$ cat config.mk
export PLATFORM = sky130hd
export DESIGN_NAME = adc_cmd_port
export DESIGN_NICKNAME = d
export VERILOG_FILES = /design/src/rtl/adc_port_pkg.sv /design/src/rtl/adc_port_edge.sv /design/src/rtl/adc_port_regs.sv /design/src/rtl/adc_port_ctrl.sv /design/src/rtl/adc_cmd_port.sv
export SDC_FILE = /design/constraint.sdc
export NUM_CORES = 1
export LEC_CHECK = 0
export ABC_AREA = 1
export BUFFER_PORTS_ARGS = -buffer_cell sky130_fd_sc_hd__buf_4
export CAP_MARGIN = 20
export CORE_ASPECT_RATIO = 2
export CORE_MARGIN = 2
export CORE_UTILIZATION = 64
export DETAILED_ROUTE_END_ITERATION = 10
export GPL_TIMING_DRIVEN = 0
export PLACE_DENSITY = 0.83
export SYNTH_ARGS = -nofsm -noshare
export SYNTH_HDL_FRONTEND = slang
export SYNTH_HIERARCHICAL = 1
export SYNTH_SLANG_ARGS = --single-unit
$ cat constraint.sdc
create_clock -name clk -period 2.81 [get_ports clk]
set_input_delay 0.281 -clock clk [delete_from_list [all_inputs] [get_ports clk]]
set_output_delay 0.281 -clock clk [all_outputs]
set_load 0.02 [all_outputs]
$ cat src/rtl/adc_port_pkg.sv
package adc_port_pkg;

  typedef enum logic [2:0] {
    SEL_NONE   = 3'b000,
    SEL_OFFSET = 3'b001,
    SEL_GAIN   = 3'b010,
    SEL_CONFIG = 3'b011,
    SEL_SETUP  = 3'b101
  } reg_sel_e;

  typedef enum logic [1:0] {
    PH_CMD = 2'd0,
    PH_WR  = 2'd1,
    PH_RD  = 2'd2
  } phase_e;

  typedef struct packed {
    logic       conv;   // must be 0 for register access
    logic [2:0] chan;
    logic       rd;
    logic [2:0] sel;
  } cmd_t;

  localparam int CHAN_FIELD_W = 3;
  localparam logic [15:0] RESYNC_PAIR = 16'hFFFE;

endpackage

$ cat src/rtl/adc_port_edge.sv
module adc_port_edge (
  input  logic clk,
  input  logic rst_n,
  input  logic sclk,
  output logic rise,
  output logic fall
);
  logic sclk_q;

  always_ff @(posedge clk) begin
    if (!rst_n) sclk_q <= 1'b0;
    else        sclk_q <= sclk;
  end

  assign rise = sclk & ~sclk_q;
  assign fall = ~sclk & sclk_q;
endmodule

$ cat src/rtl/adc_port_regs.sv
module adc_port_regs
  import adc_port_pkg::*;
#(
  parameter int NUM_CH     = 4,
  parameter int WORD_W     = 24,
  parameter int SETUP_BITS = 96,
  parameter logic [WORD_W-1:0] GAIN_RST = 24'h400000
) (
  input  logic                    clk,
  input  logic                    rst_n,
  input  logic                    wr_en,
  input  logic [2:0]              wr_sel,
  input  logic [CHAN_FIELD_W-1:0] wr_ch,
  input  logic [SETUP_BITS-1:0]   wr_data,
  input  logic [2:0]              rd_sel,
  input  logic [CHAN_FIELD_W-1:0] rd_ch,
  output logic [SETUP_BITS-1:0]   rd_data
);
  localparam int CH_W  = (NUM_CH > 1) ? $clog2(NUM_CH) : 1;
  localparam int PAD_W = SETUP_BITS - WORD_W;

  logic [NUM_CH*WORD_W-1:0] off_flat, gain_flat;
  logic [WORD_W-1:0]        cfg_q;
  logic [SETUP_BITS-1:0]    setup_q;

  for (genvar c = 0; c < NUM_CH; c++) begin : g_ch
    logic [WORD_W-1:0] off_r, gain_r;
    always_ff @(posedge clk) begin
      if (!rst_n) begin
        off_r  <= '0;
        gain_r <= GAIN_RST;
      end else if (wr_en && wr_ch == CHAN_FIELD_W'(c)) begin
        if (wr_sel == SEL_OFFSET) off_r  <= wr_data[WORD_W-1:0];
        if (wr_sel == SEL_GAIN)   gain_r <= wr_data[WORD_W-1:0];
      end
    end
    assign off_flat[c*WORD_W +: WORD_W]  = off_r;
    assign gain_flat[c*WORD_W +: WORD_W] = gain_r;
  end

  always_ff @(posedge clk) begin
    if (!rst_n) begin
      cfg_q   <= '0;
      setup_q <= '0;
    end else if (wr_en) begin
      if (wr_sel == SEL_CONFIG) cfg_q   <= wr_data[WORD_W-1:0];
      if (wr_sel == SEL_SETUP)  setup_q <= wr_data;
    end
  end

  logic [CH_W-1:0] rd_idx;
  assign rd_idx = rd_ch[CH_W-1:0];

  always_comb begin
    unique case (rd_sel)
      SEL_OFFSET: rd_data = {off_flat[rd_idx*WORD_W +: WORD_W], {PAD_W{1'b0}}};
      SEL_GAIN:   rd_data = {gain_flat[rd_idx*WORD_W +: WORD_W], {PAD_W{1'b0}}};
      SEL_CONFIG: rd_data = {cfg_q, {PAD_W{1'b0}}};
      SEL_SETUP:  rd_data = setup_q;
      default:    rd_data = '0;
    endcase
  end
endmodule

$ cat src/rtl/adc_port_ctrl.sv
module adc_port_ctrl
  import adc_port_pkg::*;
#(
  parameter int NUM_CH     = 4,
  parameter int WORD_W     = 24,
  parameter int SETUP_BITS = 96,
  parameter int CNT_W      = 7
) (
  input  logic                    clk,
  input  logic                    rst_n,
  input  logic                    cs_n,
  input  logic                    rise,
  input  logic                    fall,
  input  logic                    sdi,
  output logic                    wr_en,
  output logic [2:0]              wr_sel,
  output logic [CHAN_FIELD_W-1:0] wr_ch,
  output logic [SETUP_BITS-1:0]   wr_data,
  output logic [2:0]              rd_sel,
  output logic [CHAN_FIELD_W-1:0] rd_ch,
  input  logic [SETUP_BITS-1:0]   rd_data,
  output logic                    sdo,
  output phase_e                  phase,
  output logic [CNT_W-1:0]        bit_cnt
);
  logic [SETUP_BITS-1:0] in_sh, out_sh, shifted;
  logic [15:0]           win, win_next;
  cmd_t                  cmd_q, byte_now;
  logic [CNT_W-1:0]      cnt_q, last_q;
  phase_e                ph_q;
  logic                  sdo_q, sync_hit;

  function automatic logic cmd_ok(cmd_t c);
    logic chan_in_range;
    chan_in_range = 32'(c.chan) < NUM_CH;
    if (c.conv) return 1'b0;
    case (c.sel)
      SEL_CONFIG, SEL_SETUP: return 1'b1;
      SEL_OFFSET, SEL_GAIN:  return chan_in_range;
      default:               return 1'b0;
    endcase
  endfunction

  assign shifted  = {in_sh[SETUP_BITS-2:0], sdi};
  assign byte_now = cmd_t'(shifted[7:0]);
  assign win_next = {win[14:0], sdi};
  assign sync_hit = rise && (win_next == RESYNC_PAIR);

  always_ff @(posedge clk) begin
    if (!rst_n) begin
      ph_q   <= PH_CMD;
      cnt_q  <= '0;
      last_q <= '0;
      win    <= '0;
      in_sh  <= '0;
      out_sh <= '0;
      cmd_q  <= '0;
      sdo_q  <= 1'b0;
    end else if (cs_n) begin
      ph_q  <= PH_CMD;
      cnt_q <= '0;
      win   <= '0;
      sdo_q <= 1'b0;
    end else begin
      if (rise) begin
        win   <= win_next;
        in_sh <= shifted;
        if (sync_hit) begin
          ph_q  <= PH_CMD;
          cnt_q <= '0;
        end else if (ph_q == PH_CMD) begin
          if (cnt_q == CNT_W'(7)) begin
            cnt_q <= '0;
            if (cmd_ok(byte_now)) begin
              cmd_q  <= byte_now;
              last_q <= (byte_now.sel == SEL_SETUP) ? CNT_W'(SETUP_BITS-1)
                                                    : CNT_W'(WORD_W-1);
              if (byte_now.rd) begin
                ph_q   <= PH_RD;
                out_sh <= rd_data;
              end else begin
                ph_q <= PH_WR;
              end
            end
          end else begin
            cnt_q <= cnt_q + 1'b1;
          end
        end else if (cnt_q == last_q) begin
          ph_q  <= PH_CMD;
          cnt_q <= '0;
        end else begin
          cnt_q <= cnt_q + 1'b1;
        end
      end
      if (fall) begin
        if (ph_q == PH_RD) begin
          sdo_q  <= out_sh[SETUP_BITS-1];
          out_sh <= out_sh << 1;
        end else begin
          sdo_q <= 1'b0;
        end
      end
    end
  end

  assign wr_en   = rise && !cs_n && !sync_hit && (ph_q == PH_WR) && (cnt_q == last_q);
  assign wr_sel  = cmd_q.sel;
  assign wr_ch   = cmd_q.chan;
  assign wr_data = shifted;
  assign rd_sel  = byte_now.sel;
  assign rd_ch   = byte_now.chan;
  assign sdo     = sdo_q;
  assign phase   = ph_q;
  assign bit_cnt = cnt_q;
endmodule

$ cat src/rtl/adc_cmd_port.sv
module adc_cmd_port
  import adc_port_pkg::*;
#(
  parameter int NUM_CH    = 4,
  parameter int WORD_W    = 24,
  parameter int SETUP_W   = 12,
  parameter int NUM_SETUP = 8
) (
  input  logic clk,
  input  logic rst_n,
  input  logic cs_n,
  input  logic sclk,
  input  logic sdi,
  output logic sdo,
  output logic sdo_oe
);
  localparam int SETUP_BITS = SETUP_W * NUM_SETUP;
  localparam int CNT_W      = $clog2(SETUP_BITS);

  logic                    sclk_rise, sclk_fall;
  logic                    wr_en;
  logic [2:0]              wr_sel, rd_sel;
  logic [CHAN_FIELD_W-1:0] wr_ch, rd_ch;
  logic [SETUP_BITS-1:0]   wr_data, rd_data;
  phase_e                  phase;
  logic [CNT_W-1:0]        bit_cnt;

  adc_port_edge u_edge (
    .clk (clk), .rst_n (rst_n), .sclk (sclk),
    .rise (sclk_rise), .fall (sclk_fall)
  );

  adc_port_ctrl #(
    .NUM_CH (NUM_CH), .WORD_W (WORD_W), .SETUP_BITS (SETUP_BITS), .CNT_W (CNT_W)
  ) u_ctrl (
    .clk (clk), .rst_n (rst_n), .cs_n (cs_n),
    .rise (sclk_rise), .fall (sclk_fall), .sdi (sdi),
    .wr_en (wr_en), .wr_sel (wr_sel), .wr_ch (wr_ch), .wr_data (wr_data),
    .rd_sel (rd_sel), .rd_ch (rd_ch), .rd_data (rd_data),
    .sdo (sdo), .phase (phase), .bit_cnt (bit_cnt)
  );

  adc_port_regs #(
    .NUM_CH (NUM_CH), .WORD_W (WORD_W), .SETUP_BITS (SETUP_BITS)
  ) u_regs (
    .clk (clk), .rst_n (rst_n),
    .wr_en (wr_en), .wr_sel (wr_sel), .wr_ch (wr_ch), .wr_data (wr_data),
    .rd_sel (rd_sel), .rd_ch (rd_ch), .rd_data (rd_data)
  );

  assign sdo_oe = ~cs_n;
endmodule

; ---- Word-level counts from Yosys, hierarchy flattened
; Index checks and enable logic that the tools add are counted.
; Widths: inputs -> output; s select.
[op_classes]
eq_ne = 18
n_lt_le_gt_ge = 1
shift = 2
n_mux = 37
reduce_logical = 30
n_div = 0
mul = 1
add_sub_neg = 1
n_bitwise = 7
[ops]
columns = cell, count
row1 = $mux 96, 8
row2 = $pmux 96 s4, 1
row3 = $shiftx 96x8->24, 2
row4 = $mux 7, 5
row5 = $reduce_and 2->1, 11
row6 = $eq 3x2->1 const B, 6
row7 = $eq 16x16->1 const B, 1
row8 = $mux 1, 16
row9 = $mux 2, 6
row10 = $eq 3x1->1 const B, 3
row11 = $logic_and 1x1->1, 9
row12 = $add 7x1->7 const B, 1
row13 = $eq 7x3->1 const B, 1
row14 = $eq 7x7->1, 1
row15 = $eq 3x3->1 const B, 2
row16 = $ne 3x2->1 const B, 2
row17 = $reduce_and 6->1, 1
row18 = $reduce_or 2->1, 3
row19 = $not 1->1, 5
row20 = $mul 2x2->4 const B, 1
row21 = $reduce_and 4->1, 1
row22 = $logic_not 3->1, 1
row23 = $lt 3x3->1 const B, 1
row24 = $reduce_bool 3->1, 1
row25 = other kinds (6), 8
[word_totals]
out_inout_bits = 2
reg_bits = 542
mem_count = 0
elab_cells = 117
ramBits = 0
romBits = 0
inputBits = 5
latch_bits = 0

; ---- Depth between registers and ports, before layout
; Gate-level depths: netlist of run 1.
[logic_depth]
word_depth = 21
mapped_depth = 16
depth_no_buf = 15

; ---- By module
; The synthesis of run 1 kept the hierarchy.
[by_module_without_submodules]
columns = mod, seq_area_each_um2, cells_each, n_inst, area_per_inst_um2
row1 = adc_port_regs, 6246.0, 1928, 1, 13777.0
row2 = adc_port_ctrl, 4484.3, 1579, 1, 10443.8
row3 = adc_port_edge, 20.0, 7, 1, 45.0
row4 = adc_cmd_port, 0.0, 1, 1, 3.8

; ---- Worst setup path after synthesis of run 1
; OpenSTA, ideal clock, no wires.
[synth_path]
kind = reg-to-reg
from = register u_edge.sclk_q
to = register u_regs.setup_q[24]
arrival_time_ps = 2232
period_less_slack_ps = 2360
n_path_buf = 3
setup_time_ps = 128
path_slack_ps = 450
stages_incl_launch_ff = 14
required_time_ps = 2682
cell_sequence = dfxtp_1 -> nor2_2 -> buf_2 -> inv_2 -> a21oi_1 -> nand2_1 -> nor4_1 -> nand2_1 -> inv_1 -> nand3_1 -> buf_2 -> clkbuf_1 -> o21ai_0 -> a21oi_1
[synth_between]
elab_chain_cells = 8
word_cells_on_any_way = 9
cone_classes = 2 x bitwise / 7 x reduce/logical
[synth_rtl]
columns = item, line
row1 = start: declaration, adc_port_edge.sv:8  ; logic sclk_q;
row2 = start signal: assignment, adc_port_edge.sv:12  ; else sclk_q <= sclk;
row3 = $not 1->1 *, adc_port_edge.sv:15  ; assign rise = sclk & ~sclk_q;
row4 = $and 1x1->1 *, adc_port_edge.sv:15
row5 = via sclk_rise, adc_cmd_port.sv:20  ; logic sclk_rise, sclk_fall;
row6 = $logic_and 1x1->1, adc_port_ctrl.sv:47  ; assign sync_hit = rise && (win_next == RESYNC_PAIR);
row7 = $logic_not 1->1, adc_port_ctrl.sv:106  ; assign wr_en = rise && !cs_n && !sync_hit && (ph_q == PH_WR) && (cnt_q == last_q);
row8 = $logic_and 1x1->1 * (3 in series), adc_port_ctrl.sv:106
row9 = via wr_en, adc_cmd_port.sv:21  ; logic wr_en;
row10 = $reduce_and 2->1 (no line) *, -
row11 = end signal: assignment, adc_port_regs.sv:47  ; if (wr_sel == SEL_SETUP) setup_q <= wr_data;
row12 = end: declaration, adc_port_regs.sv:24  ; logic [SETUP_BITS-1:0] setup_q;
; Mark *: on every way through the listed nets, which the timed path passes. The rest lies on a longest branch.
; A chain may end at the register's enable or synchronous reset.

; ---- Worst setup path in the final report of run 1
[layout_path]
from = register u_ctrl.in_sh[4]
to = register u_ctrl.out_sh[74]
[layout_between]
word_cells_on_any_way = 21
cone_classes = 1 x mul / 1 x order compare / 2 x shift / 17 x mux
[layout_rtl]
columns = item, line
row1 = start: declaration, adc_port_ctrl.sv:26  ; logic [SETUP_BITS-1:0] in_sh, out_sh, shifted;
row2 = start signal: assignment, adc_port_ctrl.sv:67  ; in_sh <= shifted;
row3 = $mul 2x2->4 *, "adc_port_regs.sv:56, adc_port_regs.sv:57"
row4 = $shiftx 96x8->24 (on tied branches), "adc_port_regs.sv:57, adc_port_regs.sv:56"
row5 = $pmux 96 s4 *, adc_port_regs.sv:55  ; unique case (rd_sel)
row6 = via rd_data[74], adc_cmd_port.sv:24  ; logic [SETUP_BITS-1:0] wr_data, rd_data;
row7 = $mux 96 *, adc_port_ctrl.sv:78  ; if (byte_now.rd) begin
row8 = $mux 96 *, adc_port_ctrl.sv:74  ; if (cmd_ok(byte_now)) begin
row9 = $mux 96 *, adc_port_ctrl.sv:72  ; if (cnt_q == CNT_W'(7)) begin
row10 = $mux 96 *, adc_port_ctrl.sv:71  ; end else if (ph_q == PH_CMD) begin
row11 = $mux 96 *, adc_port_ctrl.sv:68  ; if (sync_hit) begin
row12 = $mux 96 *, adc_port_ctrl.sv:65  ; if (rise) begin
row13 = $mux 96, adc_port_ctrl.sv:96  ; if (ph_q == PH_RD) begin
row14 = $mux 96 *, adc_port_ctrl.sv:95  ; if (fall) begin
row15 = end signal: assignment, adc_port_ctrl.sv:80  ; out_sh <= rd_data;
row16 = end signal: assignment, adc_port_ctrl.sv:98  ; out_sh <= out_sh << 1;
row17 = end: declaration, adc_port_ctrl.sv:26
; Mark *: on every way through the listed nets, which the timed path passes. The rest lies on a longest branch. The select of a mux whose other input is x is not followed.

==> summary.txt, run 1 <==
Area growth, synth to finish: 10.3%
Post-synthesis register bit count: 537
Final hold vios: 0
Nets: 3580
Post-Place Setup Slack: -726 ps
HP Class: primary input to flip-flop
Most common cell in the netlist: dfxtp_1
CP startpoint: u_ctrl/in_sh[4]$_SDFFE_PN0P_
Post-synth ARST share: 0%
Relative slew margins: 25.5%
Combinational share of power: 7.4%
Max Cap Viol: 0
Synth top area share: 44.3%
Drt total wl: 98.3 mm
Ranking of synthesized cells by area: dfxtp_1 (44%), a21oi_1 (9.1%), o21ai_0 (9.0%), nand2_1 (7.5%), nor2_1 (7.2%)
Yosys top cell by area: dfxtp_1
Routed Antenna Nets: 0
Sw frac: 25.9%
Tcrit/Tclk final: 103%
CP max FO: 12
Via count: 25900
Most used flip-flop cell after synthesis: dfxtp_1
Mean Syn Cell Area: 6.90 um^2
Cell Pwr Density: 610 nW/um^2
Tmin final: 2910 ps
Share of cells above drive strength 1: 7.14%
CTS tree: yes
Final setup margin: -96.9 ps
Clk sinks: 537
Synth unique cells: 32
DRC violation count after routing: 0
EDFF count, synth: 0
Worst-case vdd ir drop: 665 uV
CP Launch Type: flip-flop
Hold Path Origin: sclk
Core Rows: 100
Achievable frequency: 344 MHz
Synth Warn #: 6
First-pass GRT wire length: 148 mm
Starting Density: 65.1%
Critical R2R Launch: u_ctrl/in_sh[4]$_SDFFE_PN0P_
Syn Inst Count: 3515
Initial drt markers: 3213
WHS: 57.9 ps
Num ports: 7
Syn_nets: 3521
P_int: 12.1 mW
Die height: 279 um
Post-DP HPWL: 70.0 mm
Net Sw Power: 4.23 mW
WL/cell: 24.1 um
RD Place Congestion: 1.14
Util after Layout: 71.8%
Fin. max-slew vios: 0
Arrival @ worst endpoint: 3370 ps
Pre-antenna DRT Iters: 8
Largest net degree at the start of global routing: 19
Sequential power share: 47.8%
Measured slew at the worst slew-check pin: 1110 ps
Die Area: 39600 um^2
Clock buffer depth: 3
Port bufs: 6
Average vias per placed instance: 6.36
CTS buffer count: 47
Power Total: 16.3 mW
Failing checks: setup timing
Status: finished, violations left
# setup viols final: 2
Vias in the first global route: 25400
Die width: 142 um
H-Tree Depth: 2
Register area share after synthesis: 44.3%
Root buffer cell: clkbuf_16
GRT overflow: 0
Clock power frac: 44.8%
Initial antenna violation count: 2
Clock skew: 23.8 ps
Pleak: 10.8 nW
Core Area: 37300 um^2
Worst-path clk slew: 80 ps
Mapped Area: 24300 um^2
Post-synth top cells: dfxtp_1 (537), nand2_1 (488), nor2_1 (468), a21oi_1 (442), o21ai_0 (437)
GRT Util Overall: 49.6%
Critical path type: flip-flop to flip-flop
Worst EP required: 3270 ps
Critical Path Sink Type: flip-flop
Worst-Skew Late Latency: 600 ps
[flip-flops by register name (all words and copies together) (netlist names)]
| name | cells |
|---|---|
| u_ctrl/bit_cnt | 7 |
| u_ctrl/in_sh | 95 |
| u_ctrl/last_q | 2 |
| u_ctrl/out_sh | 96 |
| u_ctrl/phase | 2 |
| u_ctrl/sdo | 1 |
| u_ctrl/win | 15 |
| u_ctrl/wr_ch | 3 |
| u_ctrl/wr_sel | 3 |
| u_edge/sclk_q | 1 |
| u_regs/cfg_q | 24 |
| u_regs/g_ch.gain_r | 96 |
| u_regs/g_ch.off_r | 96 |
| u_regs/setup_q | 96 |
[critical path, cell delays in order (launching register included)]
cell        delay, ps
dfxtp_2           610
clkinvlp_4        440
buf_2             320
nand3_1           230
nand3_1           190
nand3_1           150
nand2_1           320
nand4_1           250
nand3_1            90
nand2_1            80
a21oi_1            50
[area by class of cell]
type | instances | area, um^2
antenna | 2 | 5.00
buffer | 295 | 1400
clock buffer | 57 | 1240
clock inverter | 31 | 475
fill | 2955 | 10500
inverter | 337 | 1280
multi-input combinational | 2345 | 11000
sequential | 537 | 10800
tap | 459 | 574
timing repair buffer | 11 | 85.1
[cells by family (layout without fill, tap and decap cells)]
kind of cell / after synthesis / after routing / share of synthesized area (%)
buffers and inverters: 633 / 731 / 10.9
other: 0 / 2 / 0
XOR/XNOR: 4 / 4 / 0.144
flip-flops: 537 / 537 / 44.3
AND/OR/NAND/NOR: 1446 / 1446 / 26.1
AO/OA/AOI/OAI: 894 / 894 / 18.5
adder cells (fa/ha/maj): 1 / 1 / 0.0515
[through the flow]
step | TNS [ps] | instance area, um^2 | instances
finish | -181 | 26800 | 4074
global route | -1010 | 26800 | 4073
CTS | 0 | 26700 | 4068
detailed placement | -155530 | 24900 | 3980
global placement | -153820 | 24900 | 3980
floorplan | 0 | 24300 | 3515
[repair_timing]
action / CTS / global route
resized for setup: 8 / 70
buffers inserted: 0 / 3
pin swaps: 0 / 3
endpoints found under the hold margin: 1 / 0
setup endpoints to repair: 313 / 364
gates cloned: 0 / 0
hold buffers: 1 / 0
[path summary, 6_finish.rpt]
| check | end | cells after the start | slack (ps) |
|---|---|---|---|
| worst max-delay path | u_ctrl/out_sh[74]$_SDFFE_PN0N_ | 10 | -100 |
| worst min-delay path | u_ctrl/sdo$_SDFFE_PP0P_ | 4 | 60 |
| worst max register to register | u_ctrl/out_sh[74]$_SDFFE_PN0N_ | 10 | -100 |
| worst min register to register | u_regs/setup_q[85]$_SDFFE_PN0P_ | 2 | 450 |
[power groups by stage]
| stage | clock [mW] | sequential, mW | combinational [mW] |
|---|---|---|---|
| floorplan | 0 | 7.92 | 0.666 |
| global placement | 0 | 7.96 | 1.08 |
| detailed placement | 0 | 7.96 | 1.10 |
| CTS | 7.29 | 7.79 | 1.12 |
| global route | 7.59 | 7.80 | 1.26 |
| finish | 7.32 | 7.81 | 1.21 |
[cells in the final DEF (no fill, tap or decap), types with 26 or more instances in the layout]
| cell | netlist | layout |
|---|---|---|
| dfxtp_1 | 537 | 535 |
| nand2_1 | 488 | 484 |
| nor2_1 | 468 | 459 |
| a21oi_1 | 442 | 441 |
| o21ai_0 | 437 | 417 |
| inv_1 | 328 | 327 |
| nand3_1 | 325 | 325 |
| clkbuf_1 | 169 | 165 |
| nand4_1 | 104 | 104 |
| buf_2 | 87 | 77 |
| nand3b_1 | 48 | 48 |
| clkbuf_16 | 0 | 47 |
| buf_4 | 24 | 34 |
| o21ai_1 | 7 | 26 |
[layer usage]
layer,track usage [%],share of wire [%],vias to the layer above,routed length [um]
met1,43.7,29,11600,28100
met4,57.6,15,0,14700
met5,0,0,-,0
met2,82.2,47,1852,46100
li1,-,-,11600,-
met3,15.3,9.6,826,9410
No activity file was read; power rests on OpenSTA's default activity.
==> run 2, diff against run 1 <==
--- a/config.mk
+++ b/config.mk
@@ -6,15 +6,15 @@
 export NUM_CORES = 1
 export LEC_CHECK = 0
 export ABC_AREA = 1
+export ABC_CLOCK_PERIOD_IN_PS = 2810
 export BUFFER_PORTS_ARGS = -buffer_cell sky130_fd_sc_hd__buf_4
 export CAP_MARGIN = 20
 export CORE_ASPECT_RATIO = 2
 export CORE_MARGIN = 2
-export CORE_UTILIZATION = 64
+export CORE_UTILIZATION = 25
 export DETAILED_ROUTE_END_ITERATION = 10
 export GPL_TIMING_DRIVEN = 0
-export PLACE_DENSITY = 0.83
+export PLACE_DENSITY = 0.41
 export SYNTH_ARGS = -nofsm -noshare
 export SYNTH_HDL_FRONTEND = slang
-export SYNTH_HIERARCHICAL = 1
 export SYNTH_SLANG_ARGS = --single-unit
==> summary.txt, run 2 <==
Root buffer cell: clkbuf_16
Xor and xnor area share after synthesis: 0.0726%
Post-synth top cells: nand2_1 (971), dfxtp_1 (537), nor2_1 (364), a21oi_1 (314), inv_1 (305)
Fin area: 27800 um^2
Post-synthesis register bit count: 537
Complex-gate fraction of the synthesized area: 16.6%
Tmin final: 2630 ps
Synth unique cells: 32
# setup viols final: 0
Die width: 224 um
RSZ-0062 raised after global routing: false
Largest net degree at the start of global routing: 16
H-Tree Depth: 2
Hold Path Origin: sdi
Measured slew at the worst slew-check pin: 1210 ps
Synth top area share: 44.5%
Util after Layout: 29.0%
Most frequent cells in the layout: nand2_1 (969), dfxtp_1 (537), nor2_1 (360)
Clk sinks: 537
Share of cells above drive strength 1: 5.55%
EDFF count, synth: 0
Most common cell in the netlist: nand2_1
Tcrit/Tclk final: 93.7%
Yosys top cell by area: dfxtp_1
Synth Warn #: 0
R2r setup slk: 180 ps
Placed Area: 25800 um^2
First-pass GRT wire length: 148 mm
Post-synthesis adder-cell area fraction: 0.0518%
CTS tree: yes
Largest family of logic cells by synthesized area: simple AND/OR/NAND/NOR gates
Worst-path clk slew: 70 ps
Clock buffer depth: 3
Worst-case vdd ir drop: 476 uV
Die height: 443 um
CP Launch Type: flip-flop
Most common cell after layout, fill and taps aside: nand2_1
Worst Hold Depth: 3
HP Class: primary input to flip-flop
Via count: 23100
Worst EP required: 3390 ps
Placed Instances: 4779
Path depth of the worst reg2reg path: 15
Most used flip-flop cell after synthesis: dfxtp_1
GRT Util Overall: 19.8%
Pleak: 11.2 nW
Drt total wl: 98.8 mm
Hold endpoint: u_ctrl.wr_sel[0]$_SDFFE_PN0P_
Post-synth ARST share: 0%
Setup TNS: 0 ps
Port bufs: 5
Syn Inst Count: 3544
Register area share after synthesis: 44.5%
Mux share of post-synthesis cell area: 0%
CP max FO: 10
Num ports: 7
Syn_nets: 3550
Initial antenna violation count: 1
Fin. max-slew vios: 0
Critical path type: flip-flop to flip-flop
Final hold vios: 0
Die Area: 99200 um^2
DRC violation count after routing: 0
Cell Pwr Density: 589 nW/um^2
Core Rows: 161
Ranking of synthesized cells by area: dfxtp_1 (45%), nand2_1 (15%), a21oi_1 (6.5%), nor2_1 (5.7%), o21ai_0 (5.4%)
RD Place Congestion: 0.942
Core Area: 96100 um^2
Average vias per placed instance: 4.73
Status: complete, no violations
GRT overflow: 0
Pre-antenna DRT Iters: 5
Critical Path Sink Type: flip-flop
Initial drt markers: 1202
Mean Syn Cell Area: 6.81 um^2
Nets: 3624
Mapped Area: 24100 um^2
Non-Filler Instances: 4879
Worst-Skew Late Latency: 640 ps
Achievable frequency: 380 MHz
RR Endpoint: u_ctrl.out_sh[82]$_SDFFE_PN0N_
CTS buffer count: 53
Arrival @ worst endpoint: 3210 ps
Vias in the first global route: 23400
Relative slew margins: 19.1%
Synth Area in Simple Gates: 28.6%
Power Total: 16.4 mW
Routed Antenna Nets: 0
Max Cap Viol: 0
WL/cell: 20.3 um
Critical R2R Launch: u_ctrl.in_sh[1]$_SDFFE_PN0P_
Area growth, synth to finish: 15.3%
Starting Density: 25.1%
Post-DP HPWL: 74.9 mm
Clock skew: 26.2 ps
==> run 2: cell count changes after synthesis, sizes merged, moves of 53 or more <==
cell,change
a21oi,-128
nand2,+483
o21ai,-180
clkbuf,+53
nor2,-106
nand3,-210
nand4,+88
a211oi,+95
==> run 2: worst max-delay path by stage <==
stage / from / to / slack, ps
floorplan: u_ctrl.bit_cnt[0]$_SDFFE_PP0P_ / u_ctrl.out_sh[62]$_SDFFE_PN0N_ / 860
finish: u_ctrl.in_sh[1]$_SDFFE_PN0P_ / u_ctrl.out_sh[82]$_SDFFE_PN0N_ / 180
detailed placement: u_ctrl.in_sh[1]$_SDFFE_PN0P_ / u_ctrl.out_sh[86]$_SDFFE_PN0N_ / -570
CTS: u_edge.sclk_q$_SDFF_PN0_ / u_regs.g_ch[0].off_r[20]$_SDFFE_PN0P_ / 1
global route: u_ctrl.in_sh[1]$_SDFFE_PN0P_ / u_ctrl.out_sh[77]$_SDFFE_PN0N_ / 30
global placement: u_ctrl.in_sh[0]$_SDFFE_PN0P_ / u_ctrl.out_sh[37]$_SDFFE_PN0N_ / -550
==> run 2: cell families after synthesis <==
family                     after synthesis
AOI/OAI and AO/OA                      730
xor gates and xnor gates                 2
adders and majority gates                1
buffers and inverters                  612
DFF                                    537
and+or+nand+nor                       1662
==> run 2: timing repair <==
action                                  in CTS  in global routing
endpoints found under the hold margin        2                  0
resized for setup                           20                 21
buffers inserted                             4                  2
pin swaps                                    2                  1
endpoints found under the setup margin     341                267
hold buffers                                 1                  0
==> run 2: stage by stage <==
stage | hold WS [ps] | setup WS (ps)
after floorplan | 379 | 862
after global placement | 447 | -547
after detailed placement | 448 | -569
after CTS | 83.4 | 1.10
after global routing | 117 | 29.7
final | 124 | 178
==> run 2: layout make-up <==
type,instances,area [um^2]
Multi-Input combinational cell,2395,11000
Clock inverter,20,267
Fill cell,10600,68300
Timing Repair Buffer,20,255
Tap cell,1222,1530
Buffer,300,1310
Antenna cell,1,2.50
Inverter,311,1170
Clock buffer,73,1520
Sequential cell,537,10800
==> run 2: where the power goes <==
part / internal, mW / switching [mW] / leakage [nW] / total, mW
combinational: 0.197 / 0.718 / 6.00 / 0.916
sequential: 7.70 / 0.0779 / 4.34 / 7.78
clock: 4.33 / 3.36 / 0.881 / 7.69
==> run 2: worst max-delay path, stage by stage, from the launching register on <==
cell and delay, ps:
dfxtp_1 370, inv_1 170, nand2_1 140, nor2_4 200, buf_12 150, clkbuf_1 390
nand2_1 90, nand2_1 230, nand2_1 150, nand3_1 170, nand3_1 170, nand2_1 110
nand2_1 60, nand2_1 70, nand2_1 50, nand2_1 40
==> run 2: layer usage <==
layer  share of wire [%]  global-route usage (%)
met3                 2.7                    2.08
met2                  54                    38.9
met1                  35                    18.6
met5                   0                       0
met4                 8.5                    14.7
